`config.mk`:
```
export PLATFORM = sky130hd
export DESIGN_NAME = amp_key_shaper
export DESIGN_NICKNAME = d
export VERILOG_FILES = /design/src/rtl/amp_key_pkg.sv /design/src/rtl/ramp_prescaler.sv /design/src/rtl/amp_ramp_counter.sv /design/src/rtl/scale_apply.sv /design/src/rtl/amp_key_shaper.sv
export SDC_FILE = /design/constraint.sdc
export NUM_CORES = 1
export LEC_CHECK = 0
export CAP_MARGIN = 20
export CORE_MARGIN = 3
export CORE_UTILIZATION = 60
export CTS_CLUSTER_DIAMETER = 150
export CTS_CLUSTER_SIZE = 28
export DETAILED_ROUTE_END_ITERATION = 8
export GPL_TIMING_DRIVEN = 0
export PLACE_DENSITY_LB_ADDON = 0.08
export SLEW_MARGIN = 20
export SYNTH_ARGS = -nofsm -noshare
export SYNTH_HDL_FRONTEND = slang
export SYNTH_SLANG_ARGS = --single-unit
```
`constraint.sdc`:
```
create_clock -name clk -period 9.9 [get_ports clk]
set_input_delay 1.98 -clock clk [delete_from_list [all_inputs] [get_ports clk]]
set_output_delay 1.98 -clock clk [all_outputs]
set_load 0.05 [all_outputs]
```
`src/rtl/amp_key_pkg.sv`:
```
package amp_key_pkg;
  typedef enum logic [1:0] {
    MODE_BYPASS = 2'd0,
    MODE_RAMP   = 2'd1,
    MODE_MANUAL = 2'd2
  } scale_mode_e;
endpackage

```
`src/rtl/ramp_prescaler.sv`:
```
module ramp_prescaler #(
  parameter int RATE_W = 8
) (
  input  logic              clk,
  input  logic              rst,
  input  logic [RATE_W-1:0] rate_i,
  output logic              tick_o
);
  logic [RATE_W-1:0] cnt_q;

  // pulse while the down-counter sits at zero
  assign tick_o = (cnt_q == '0);

  always_ff @(posedge clk) begin
    if (rst)         cnt_q <= rate_i;
    else if (tick_o) cnt_q <= rate_i;
    else             cnt_q <= cnt_q - 1'b1;
  end
endmodule

```
`src/rtl/amp_ramp_counter.sv`:
```
module amp_ramp_counter #(
  parameter int SCALE_W = 12
) (
  input  logic               clk,
  input  logic               rst,
  input  logic               step_i,
  input  logic               up_i,
  output logic [SCALE_W-1:0] level_o
);
  localparam logic [SCALE_W-1:0] LVL_MAX = {SCALE_W{1'b1}};
  localparam logic [SCALE_W-1:0] LVL_MIN = '0;

  logic [SCALE_W-1:0] level_q;
  assign level_o = level_q;

  always_ff @(posedge clk) begin
    if (rst) begin
      level_q <= LVL_MIN;
    end else if (step_i) begin
      if (up_i && level_q != LVL_MAX)       level_q <= level_q + 1'b1;
      else if (!up_i && level_q != LVL_MIN) level_q <= level_q - 1'b1;
    end
  end
endmodule

```
`src/rtl/scale_apply.sv`:
```
module scale_apply
  import amp_key_pkg::*;
#(
  parameter int DATA_W  = 16,
  parameter int SCALE_W = 12
) (
  input  logic                     clk,
  input  logic                     rst,
  input  scale_mode_e              mode_i,
  input  logic [SCALE_W-1:0]       manual_i,
  input  logic [SCALE_W-1:0]       ramp_i,
  input  logic signed [DATA_W-1:0] sample_i,
  output logic signed [DATA_W-1:0] sample_o,
  output logic [SCALE_W-1:0]       scale_o
);
  localparam int PROD_W = DATA_W + SCALE_W + 1;
  localparam logic [SCALE_W-1:0] FULL = {SCALE_W{1'b1}};

  logic [SCALE_W-1:0]       sel_scale;
  logic signed [PROD_W-1:0] prod;
  logic signed [DATA_W-1:0] scaled;
  logic                     unused_prod_bits;

  always_comb begin
    case (mode_i)
      MODE_RAMP:   sel_scale = ramp_i;
      MODE_MANUAL: sel_scale = manual_i;
      default:     sel_scale = FULL;
    endcase
  end

  assign prod   = PROD_W'(sample_i) * PROD_W'($signed({1'b0, sel_scale}));
  // bits [SCALE_W +: DATA_W] equal the arithmetic shift by SCALE_W
  assign scaled = prod[SCALE_W +: DATA_W];
  assign unused_prod_bits = &{prod[PROD_W-1], prod[SCALE_W-1:0]};

  always_ff @(posedge clk) begin
    if (rst) begin
      sample_o <= '0;
      scale_o  <= '0;
    end else begin
      scale_o  <= sel_scale;
      sample_o <= (mode_i == MODE_BYPASS) ? sample_i : scaled;
    end
  end
endmodule

```
`src/rtl/amp_key_shaper.sv`:
```
module amp_key_shaper
  import amp_key_pkg::*;
#(
  parameter int DATA_W  = 16,
  parameter int SCALE_W = 12,
  parameter int RATE_W  = 8
) (
  input  logic                     clk,
  input  logic                     rst,
  input  logic                     en_i,
  input  logic                     auto_i,
  input  logic [RATE_W-1:0]        rate_i,
  input  logic [SCALE_W-1:0]       manual_scale_i,
  input  logic                     key_i,
  input  logic signed [DATA_W-1:0] sample_i,
  output logic signed [DATA_W-1:0] sample_o,
  output logic [SCALE_W-1:0]       scale_o
);
  scale_mode_e        mode;
  logic               pre_tick;
  logic [SCALE_W-1:0] ramp_level;

  always_comb begin
    if (!en_i)       mode = MODE_BYPASS;
    else if (auto_i) mode = MODE_RAMP;
    else             mode = MODE_MANUAL;
  end

  ramp_prescaler #(.RATE_W(RATE_W)) u_pre (
    .clk    (clk),
    .rst    (rst),
    .rate_i (rate_i),
    .tick_o (pre_tick)
  );

  amp_ramp_counter #(.SCALE_W(SCALE_W)) u_ramp (
    .clk     (clk),
    .rst     (rst),
    .step_i  (pre_tick),
    .up_i    (key_i),
    .level_o (ramp_level)
  );

  scale_apply #(.DATA_W(DATA_W), .SCALE_W(SCALE_W)) u_mul (
    .clk      (clk),
    .rst      (rst),
    .mode_i   (mode),
    .manual_i (manual_scale_i),
    .ramp_i   (ramp_level),
    .sample_i (sample_i),
    .sample_o (sample_o),
    .scale_o  (scale_o)
  );
endmodule

```
### Word level (Yosys, flattened, before mapping)

Index checks and enable logic that the tools add are counted.

| storage, ports and cells | value |
|---|---|
| bits in registers | 48 |
| bits in latches | 0 |
| memory bits (writable) | 0 |
| ROM bits | 0 |
| bits of input ports | 41 |
| output and inout bits | 28 |
| memories kept | 0 |

| operators by class | value |
|---|---|
| add/subtract/negate cells | 3 |
| multiply operators | 1 |
| divide/modulo/power cells | 0 |
| $lt $le $gt $ge | 0 |
| equality and inequality tests | 3 |
| shift-type cells | 0 |
| mux-type cells | 8 |
| bitwise logic cells | 0 |
| reduce and logical (&&, ||, !) cells | 8 |

Operators with widths:

| operator | count |
|---|---|
| multiplier 16 x 13 -> 28 bit | 1 |
| 2-to-1 mux 12 bit | 2 |
| case mux 12 bit (2 select lines) | 1 |
| 2-to-1 mux 16 bit | 1 |
| 2-to-1 mux 8 bit | 2 |
| adder 12 x 1 -> 12 bit, second input constant | 1 |
| != test 12 bit, second input constant | 1 |
| nonzero test 12 bit | 1 |
| subtractor 12 x 1 -> 12 bit, second input constant | 1 |
| zero test 8 bit | 1 |
| subtractor 8 x 1 -> 8 bit, second input constant | 1 |
| 2-to-1 mux 2 bit | 2 |
| == test 2 x 1 -> 1 bit, second input constant | 1 |
| == test 2 bit, second input constant | 1 |
| logical AND 1 bit | 2 |
| zero test 2 bit | 1 |
| AND reduction 2 bit | 1 |
| nonzero test 2 bit | 1 |
| zero test 1 bit | 1 |

### Longest topological paths before layout

Gate-level depths: netlist of the first run.

| logic depth | value |
|---|---|
| word-level depth | 6 |
| gate-level depth with buffers | 24 |
| depth with buffers taken out | 22 |

### Hierarchy

A second synthesis of the first run with hierarchy kept.

| second synthesis, totals | value |
|---|---|
| cells, all modules | 1107 |
| area total of the unflattened synthesis | 9581.7 sq um |

Modules (own cells, without submodules):

| module | instances | cells an instance | area an instance (sq um) | sequential area each (sq um) |
|---|---|---|---|---|
| scale_apply | 1 | 948 | 8150.3 | 560.5 |
| amp_ramp_counter | 1 | 109 | 965.9 | 240.2 |
| ramp_prescaler | 1 | 48 | 449.2 | 160.2 |
| amp_key_shaper | 1 | 2 | 16.3 | 0.0 |

### Worst setup path after synthesis of the first run

Ideal clock, no wire load.

| timing | value |
|---|---|
| path kind | input to register |
| from | input auto_i |
| to | register u_mul.sample_o[5] |
| setup time | 0.122 ns |
| arrival | 7.722 ns |
| data required time | 9.778 ns |
| path slack | 2.056 ns |
| cell stages on the path | 23 |
| buffers on the path | 2 |
| cells stage by stage | buf_1 -> mux2i_1 -> nand2_1 -> clkbuf_1 -> and2_1 -> fa_1 -> inv_1 -> fa_1 -> inv_1 -> fa_1 -> inv_1 -> fa_1 -> fa_1 -> inv_1 -> ha_1 -> a21o_1 -> a211o_1 -> a31oi_2 -> o21bai_1 -> a31o_2 -> a21oi_2 -> nor4_1 -> a311o_1 |

| on the way | value |
|---|---|
| word-level cells in the longest chain between the ends | 6 |
| elaborated cells on any way between the ends | 8 |
| classes of those cells | mul (1); eq/ne (2); mux (4); reduce/logical (1) |

Ends and longest elaborated chain:

| what | line | source |
|---|---|---|
| start, declared | amp_key_shaper.sv:11 | `input logic auto_i,` |
| 2-to-1 mux 2 bit (*) | amp_key_shaper.sv:25 | `else if (auto_i) mode = MODE_RAMP;` |
| 2-to-1 mux 2 bit (*) | amp_key_shaper.sv:24 | `if (!en_i) mode = MODE_BYPASS;` |
| == test 2 bit or == test 2 x 1 -> 1 bit (tied branches) | scale_apply.sv:25 | `case (mode_i)` |
| case mux 12 bit (2 select lines) | scale_apply.sv:25 |  |
| multiplier 16 x 13 -> 28 bit | scale_apply.sv:32 | `assign prod = PROD_W'(sample_i) * PROD_W'($signed({1'b0, sel_scale}));` |
| 2-to-1 mux 16 bit (*) | scale_apply.sv:43 | `sample_o <= (mode_i == MODE_BYPASS) ? sample_i : scaled;` |
| end signal, assigned | scale_apply.sv:43 |  |
| end, declared | scale_apply.sv:13 | `output logic signed [DATA_W-1:0] sample_o,` |

Mark *: on every way between the ends. The rest lies on a longest branch, timed or not.
A chain may end at the register's enable or synchronous reset.

### Final worst setup path of the first run

| timing | value |
|---|---|
| from | input auto_i |
| to | register u_mul.sample_o[8] |

Same word-level chain as after synthesis.

==> impl_metrics.toml, run 1 <==
[worst_setup_path]
worst_path_largest_cell_delay_ns = 0.57
critPathMaxFanout = 10
path_cells = "clkdlybuf4s50_1 -> buf_1 -> mux2i_1 -> nand2_1 -> clkbuf_1 -> and2_1 -> fa_1 -> inv_1 -> fa_1 -> inv_1 -> fa_1 -> fa_1 -> inv_1 -> fa_1 -> inv_1 -> ha_1 -> a2111oi_0 -> o21ai_0 -> o22ai_1 -> o31ai_2 -> a21oi_2 -> o21bai_1 -> xor2_1 -> a22o_1"
crit_path_frequent_cell = "fa_1"
critical_path_required_ns = 10.06
worstSetupPathType = "in -> reg"
crit_slowest_cell = "buf_1"
cp.arrival_ns = 9.37
end_kind = "flop"
start_kind = "input port"

[placement]
portBuffers = 67
gp_congestion = 0.941
dp_hpwl_mm = 19.1
place_inst = 1308
place_ws_ns = 0.489

[sta]
setup_tns_ns = 0
slew_headroom = 0.523
fin_crit_sh = 0.931
worst_pin_slew_ns = 0.712
setup_violations = 0
clock-skew-final_ns = 0.00697
setup_slack_ns = 0.683
period_needed_ns = 9.22
rsz0062_at_grt = "false"
fmax_mhz = 108
hold_viol = 0
slew_violations = 0

[global_routing]
grt_first_pass_wirelength_mm = 36.5
grt_max_degree = 15
grt-ovfl-total = 0
grt_pass1_vias = 7306
grt_usage = 0.280
antenna_found_initial = 0

[clock_tree]
path_clk_slew_ns = 0.06
ctsHoldBuffers = 0
clockBufferDepth = 2
post_cts_buffers = 0
numCtsBuffers = 5
cts_root_buffer = "clkbuf_16"
cts_max_level = 2
cts_resized = 0
cts_tree = "yes"
clock-sinks = 48
worst_skew_pair.late_latency_ns = 0.29

[worst_hold_path]
hold_class = "reg -> reg"

[drt]
viasPerCell = 5.41
dr.pass1.iters = 4
drc = 0
wl_mm = 22.6
wl_per_cell_um = 17.2
vias = 7115
antenna_left = 0
drt_iter0_drc = 393

[layout]
drive_above_1_share = 0.0177
final_cells = 1316
antenna_cells = 0
layout.nets = 1419
syn_to_final_growth_pct = 11.7

[die]
die_h_um = 130
core_region_area_um2 = 14800
start_util = 0.623
die_area_um2 = 16800
rows = 44
io_pins = 69
die_x_um = 130

[synth]
ys_types = 54
synthTopCellsByCount = "inv_1, fa_1, nand2_1"
avgSynthCellArea_um2 = 8.71
synth_area_leaders = "fa_1, dfxtp_1, inv_1"
yosysMostFrequentCell = "inv_1"
seq_area_frac_synth = 0.104
synthDominantCellAreaShare = 0.381
netlist_area_um2 = 9200
yosysWarningCount = 0
async_flop_share = 0
synth_edf_count = 0
synth_ff_type = "dfxtp_1"
synth_cells = 1056
synth_area_leader_cell = "fa_1"
ys_ff_latch = 48
syn_nets = 1344

[flow_run]
max_cap_viol_count = 0

[status]
status = "complete, no violations"
cell usage in the layout (no fill, tap or decap), types with 2 or more instances in the layout:
cell type,n
dfxtp_1,48
a21oi_1,48
o21ai_1,3
o21a_1,4
nor2_1,42
nand4_1,6
o211ai_1,2
o22ai_1,5
o31ai_2,2
nor4_1,6
or3_1,3
a211oi_2,2
inv_1,244
a31oi_1,2
and2_1,92
a211oi_1,6
ha_1,72
mux2i_1,23
o21bai_1,4
nor3_1,4
o21ai_0,13
clkbuf_1,37
clkbuf_16,5
a21o_1,8
clkdlybuf4s50_1,67
nor4b_1,2
and3_1,4
nor2b_1,5
xnor2_1,27
nand3_1,4
xor2_1,10
buf_1,4
nand2b_1,4
nand2_1,125
a21oi_2,2
fa_1,175
critical path: cells and delay by family:
family	cells	cell delay, ns
buf+inv	7	1.64
mux	1	0.43
fa+ha+maj	6	2.87
xor+xnor	1	0.15
compound gates	7	1.74
simple gates	2	0.55
layer usage:
layer  routed length [µm]  vias to the layer above  GRT usage  part of all wire
li1                     -                     3348          -                 -
met2                11000                      224      0.483              0.49
met5                    0                        -          0                 0
met4                  767                        0     0.0862             0.034
met3                 1310                       52     0.0319             0.058
met1                 9560                     3491      0.373              0.42
logic make-up after synthesis:
family | count (synthesis) | synth area share
mux | 24 | 0.0263
simple gates | 303 | 0.161
flops | 48 | 0.104
fa+ha+maj | 247 | 0.479
xor+xnor | 37 | 0.0352
buf+inv | 286 | 0.117
compound gates | 111 | 0.0769
state kept, by name (all words and copies together) (netlist names):
name	cells
u_mul.sample_o	16
u_mul.scale_o	12
u_pre.cnt_q	8
u_ramp.level_o	12
through the flow:
stage,cell area (µm²),hold WS [ns],utilization
2_1_floorplan,9200,0.474,-
3_3_place_gp,10100,0.498,0.684
3_5_place_dp,10100,0.505,0.685
4_1_cts,10300,0.514,0.696
5_1_grt,10300,0.562,0.696
6_report,10300,0.515,0.696
area by class of cell:
cell class | instances | area [µm²]
multi-input combinational | 722 | 7170
buffer | 41 | 155
sequential | 48 | 961
clock inverter | 2 | 35.0
inverter | 245 | 920
timing repair buffer | 68 | 678
tap | 184 | 230
clock buffer | 6 | 129
fill | 1231 | 4480
final timing paths:
kind / from / end / slack (ns) / depth (start not counted)
setup / recovery: auto_i / u_mul.sample_o[8] / 0.68 / 24
hold / removal: u_ramp.level_o[3] / u_ramp.level_o[3] / 0.51 / 2
setup reg to reg: u_ramp.level_o[5] / u_mul.sample_o[8] / 3.22 / 21
hold reg to reg: u_ramp.level_o[3] / u_ramp.level_o[3] / 0.51 / 2
Power of run 1 is left out: the tool's default activity adds up to more than one toggle a clock period on the data nets, which glitch-free logic cannot reach.
==> inputs of run 2 (changes only) <==
--- a/config.mk
+++ b/config.mk
@@ -7,12 +7,14 @@
 export LEC_CHECK = 0
 export CAP_MARGIN = 20
 export CORE_MARGIN = 3
-export CORE_UTILIZATION = 60
+export CORE_UTILIZATION = 45
 export CTS_CLUSTER_DIAMETER = 150
 export CTS_CLUSTER_SIZE = 28
 export DETAILED_ROUTE_END_ITERATION = 8
+export DONT_BUFFER_PORTS = 1
 export GPL_TIMING_DRIVEN = 0
 export PLACE_DENSITY_LB_ADDON = 0.08
+export SKIP_CTS_REPAIR_TIMING = 1
 export SLEW_MARGIN = 20
 export SYNTH_ARGS = -nofsm -noshare
 export SYNTH_HDL_FRONTEND = slang
==> impl_metrics.toml, run 2 (synthesized netlist as in run 1, its figures left out) <==
[worst_setup_path]
cp.arrival_ns = 8.90
end_kind = "flop"
worstSetupPathType = "in -> reg"
r2r-end = "u_mul.sample_o[5]"
critical_path_required_ns = 10.06
critPathMaxFanout = 10
start_kind = "input port"
reg2reg_depth = 22
reg2reg_slack_ns = 3.18
r2r_start = "u_ramp.level_o[2]"

[layout]
largest_reg_flops = 16
syn_to_final_growth_pct = 5.76
layout.nets = 1352
antenna_cells = 0
top_register = "u_mul.sample_o"
fillers = 2023
fin_util = 0.492
final_cells = 1329
final_cell_mix = "inv_1, fa_1, nand2_1, and2_1, ha_1"
drive_above_1_share = 0.0188
final_common_cell = "inv_1"

[clock_tree]
numCtsBuffers = 5
cts_tree = "yes"
cts_max_level = 2
clock-sinks = 48
cts_root_buffer = "clkbuf_16"
clockBufferDepth = 2
worst_skew_pair.late_latency_ns = 0.29
path_clk_slew_ns = 0.06

[worst_hold_path]
hold_class = "reg -> reg"
min-delay-start = "u_ramp.level_o[3]"
holdPathStages = 2
holdPathEnd = "u_ramp.level_o[3]"

[sta]
clock-skew-final_ns = 0.0102
worst_pin_slew_ns = 0.774
setup_tns_ns = 0
rsz0062_at_grt = "false"
setup_violations = 0
hold_viol = 0
fin_crit_sh = 0.883
slew_headroom = 0.481
period_needed_ns = 8.74
fmax_mhz = 114
slew_violations = 0

[placement]
dp_hpwl_mm = 20.4
portBuffers = 0
place_inst = 1322
gp_congestion = 0.857

[die]
rows = 51
die_x_um = 149
core_region_area_um2 = 19800
die_area_um2 = 22200
io_pins = 69
die_h_um = 149
start_util = 0.465

[flow_run]
max_cap_viol_count = 0

[global_routing]
antenna_found_initial = 0
grt_first_pass_wirelength_mm = 38.9
grt-ovfl-total = 0
grt_pass1_vias = 7101
grt_usage = 0.227
grt_max_degree = 15

[drt]
antenna_left = 0
wl_per_cell_um = 17.9
drc = 0
drt_iter0_drc = 226
dr.pass1.iters = 5
viasPerCell = 5.01
wl_mm = 23.8
vias = 6656

[status]
status = "complete, no violations"
-- run 2: cell types whose count changed in the layout (fill, tap and decap cells not counted) --
cell             delta
bufinv_16           +1
clkbuf_1            -1
clkdlybuf4s50_1    -67
clkinv_2            -1
-- run 2: area by class of cell --
class / instances / area, µm² / area share
well taps: 265 / 332 / 0.0341
flip-flops and latches: 48 / 961 / 0.0988
multi-input cells: 722 / 7170 / 0.737
inverters: 245 / 920 / 0.0946
clock inverters: 2 / 60.1 / 0.00618
clock buffers: 5 / 125 / 0.0129
repair buffers: 1 / 7.51 / 0.000772
plain buffers: 41 / 155 / 0.0160
-- run 2: per-layer routing --
| layer | share of wire | vias up | GRT usage |
|---|---|---|---|
| met5 | 0 | - | 0 |
| met4 | 0.013 | 0 | 0.0398 |
| met3 | 0.052 | 20 | 0.0322 |
| met2 | 0.51 | 119 | 0.401 |
| met1 | 0.43 | 3312 | 0.303 |
| li1 | - | 3205 | - |
-- run 2: worst max-delay path by stage --
stage	from	depth (start not counted)	to
6_report	auto_i	23	u_mul.sample_o[5]
5_1_grt	auto_i	23	u_mul.sample_o[5]
4_1_cts	auto_i	23	u_mul.sample_o[5]
3_5_place_dp	auto_i	23	u_mul.sample_o[5]
3_3_place_gp	auto_i	23	u_mul.sample_o[5]
2_1_floorplan	auto_i	23	u_mul.sample_o[5]
-- run 2: through the flow --
step / area [µm²] / hold WS (ns) / setup slack (ns)
3_5_place_dp: 9540 / 0.518 / 0.885
4_1_cts: 9730 / 0.525 / 1.18
2_1_floorplan: 9200 / 0.474 / 2.06
3_3_place_gp: 9530 / 0.509 / 0.882
6_report: 9730 / 0.519 / 1.16
5_1_grt: 9730 / 0.561 / 0.822
-- run 2: worst max-delay path, cell delays in order --
cell,delay [ns]
buf_1,0.57
mux2i_1,0.42
nand2_1,0.27
clkbuf_1,0.38
and2_1,0.29
fa_1,0.50
inv_1,0.05
fa_1,0.47
inv_1,0.05
fa_1,0.49
inv_1,0.05
fa_1,0.50
fa_1,0.54
inv_1,0.04
ha_1,0.29
a21o_1,0.18
a211o_1,0.33
a31oi_2,0.37
o21bai_1,0.18
a31o_2,0.31
a21oi_2,0.22
nor4_1,0.08
a311o_1,0.34
Power of run 2 is left out for the same reason.
==> inputs of run 3 (changes only) <==
--- a/config.mk
+++ b/config.mk
@@ -15,7 +15,7 @@
 export GPL_TIMING_DRIVEN = 0
 export PLACE_DENSITY_LB_ADDON = 0.08
 export SKIP_CTS_REPAIR_TIMING = 1
-export SLEW_MARGIN = 20
+export SLEW_MARGIN = 10
 export SYNTH_ARGS = -nofsm -noshare
 export SYNTH_HDL_FRONTEND = slang
 export SYNTH_SLANG_ARGS = --single-unit
==> impl_metrics.toml, run 3 (synthesized netlist as in run 1, its figures left out) <==
[clock_tree]
cts_root_buffer = "clkbuf_16"
clockBufferDepth = 2
path_clk_slew_ns = 0.06
worst_skew_pair.late_latency_ns = 0.29
clock-sinks = 48
cts_tree = "yes"
numCtsBuffers = 5
cts_max_level = 2

[global_routing]
grt_pass1_vias = 7119
grt_max_degree = 16
grt-ovfl-total = 0
grt_first_pass_wirelength_mm = 39.3
top_usage_layer = "met2"
grt_util_met3 = 0.0346
grt_use_met1 = 0.312
use_met2 = 0.402
grt_usage = 0.228
antenna_found_initial = 0

[placement]
place_ws_ns = 0.886
placed_area_um2 = 9540
gp_congestion = 0.857
portBuffers = 0
dp_hpwl_mm = 20.4

[sta]
setup_tns_ns = 0
slew_violations = 0
fin_crit_sh = 0.886
setup_slack_ns = 1.13
hold_viol = 0
period_needed_ns = 8.77
slew_headroom = 0.487
setup_violations = 0
clock-skew-final_ns = 0.00698
fmax_mhz = 114
worst_pin_slew_ns = 0.766
rsz0062_at_grt = "false"

[die]
die_x_um = 149
rows = 51
die_area_um2 = 22200
die_h_um = 149
start_util = 0.465
io_pins = 69
core_region_area_um2 = 19800

[worst_setup_path]
crit_path_start = "auto_i"
critPathMaxFanout = 10
worstSetupPathType = "in -> reg"
start_kind = "input port"
crit_slowest_cell = "buf_1"
reg2reg_slack_ns = 3.14
path_cells = "buf_1 -> mux2i_1 -> nand2_1 -> clkbuf_1 -> and2_1 -> fa_1 -> inv_1 -> fa_1 -> inv_1 -> fa_1 -> inv_1 -> fa_1 -> fa_1 -> inv_1 -> ha_1 -> a21o_1 -> a211o_1 -> a31oi_2 -> o21bai_1 -> a31o_2 -> a21oi_2 -> nor4_1 -> a311o_1"
end_kind = "flop"
r2r_start = "u_ramp.level_o[2]"
critical_path_required_ns = 10.05
cp.arrival_ns = 8.92
r2r-end = "u_mul.sample_o[5]"
setup.worst_path.end = "u_mul.sample_o[5]"
reg2reg_depth = 22
crit_path_frequent_cell = "fa_1"
worst_path_largest_cell_delay_ns = 0.56

[drt]
viasPerCell = 4.98
drt_iter0_drc = 309
drc = 0
vias = 6624
dr.pass1.iters = 4
antenna_left = 0
wl_per_cell_um = 17.9
wl_mm = 23.9

[layout]
largest_reg_flops = 16
stdcell_area_um2 = 9690
antenna_cells = 0
fin_util = 0.490
top_register = "u_mul.sample_o"
final_cell_mix = "inv_1, fa_1, nand2_1, and2_1, ha_1"
final_common_cell = "inv_1"
layout.nets = 1352
syn_to_final_growth_pct = 5.32
fillers = 2018
drive_above_1_share = 0.0188

[flow_run]
max_cap_viol_count = 0

[worst_hold_path]
hold_class = "reg -> reg"

[status]
status = "complete, no violations"
[run 3: changes by cell type in the layout (fill, tap and decap cells not counted)]
cell / previous run / this run
bufinv_16: 2 / 0
clkinv_4: 0 / 1
clkinvlp_4: 0 / 1
clkbuf_1: 36 / 37
[run 3: how the worst min path moves through the flow]
stage	startpoint	endpoint	cells after the start
after floorplan	u_ramp.level_o[3]	u_ramp.level_o[3]	2
after global placement	u_ramp.level_o[3]	u_ramp.level_o[3]	2
after detailed placement	u_ramp.level_o[3]	u_ramp.level_o[3]	2
after CTS	u_ramp.level_o[3]	u_ramp.level_o[3]	2
after global routing	u_ramp.level_o[3]	u_ramp.level_o[3]	2
final	u_ramp.level_o[3]	u_ramp.level_o[3]	2
[run 3: final cells by class]
class | instances | area (µm²) | share of cell area
timing repair buffer | 1 | 7.51 | 0.000775
clock inverter | 2 | 16.3 | 0.00168
sequential | 48 | 961 | 0.0992
buffer | 41 | 155 | 0.0160
multi-input combinational | 722 | 7170 | 0.740
tap | 265 | 332 | 0.0342
clock buffer | 6 | 129 | 0.0133
inverter | 245 | 920 | 0.0949
[run 3: layer usage]
| metal | share of wire | up-vias |
|---|---|---|
| li1 | - | 3204 |
| met1 | 0.44 | 3312 |
| met3 | 0.048 | 9 |
| met5 | 0 | - |
| met2 | 0.50 | 99 |
| met4 | 0.0060 | 0 |
[run 3: worst max-delay path, delay by kind of cell]
kind	cells	cell delay, ns
adder cells (fa/ha/maj)	6	2.79
AO/OA/AOI/OAI	7	1.92
buffers and inverters	6	1.15
AND/OR/NAND/NOR	3	0.67
multiplexers	1	0.41
[run 3: through the flow]
stage	hold WS, ns	std cells
2_1_floorplan	0.474	1056
3_3_place_gp	0.509	1321
3_5_place_dp	0.518	1322
4_1_cts	0.526	1330
5_1_grt	0.560	1330
6_report	0.526	1330
Power of run 3 is left out for the same reason.
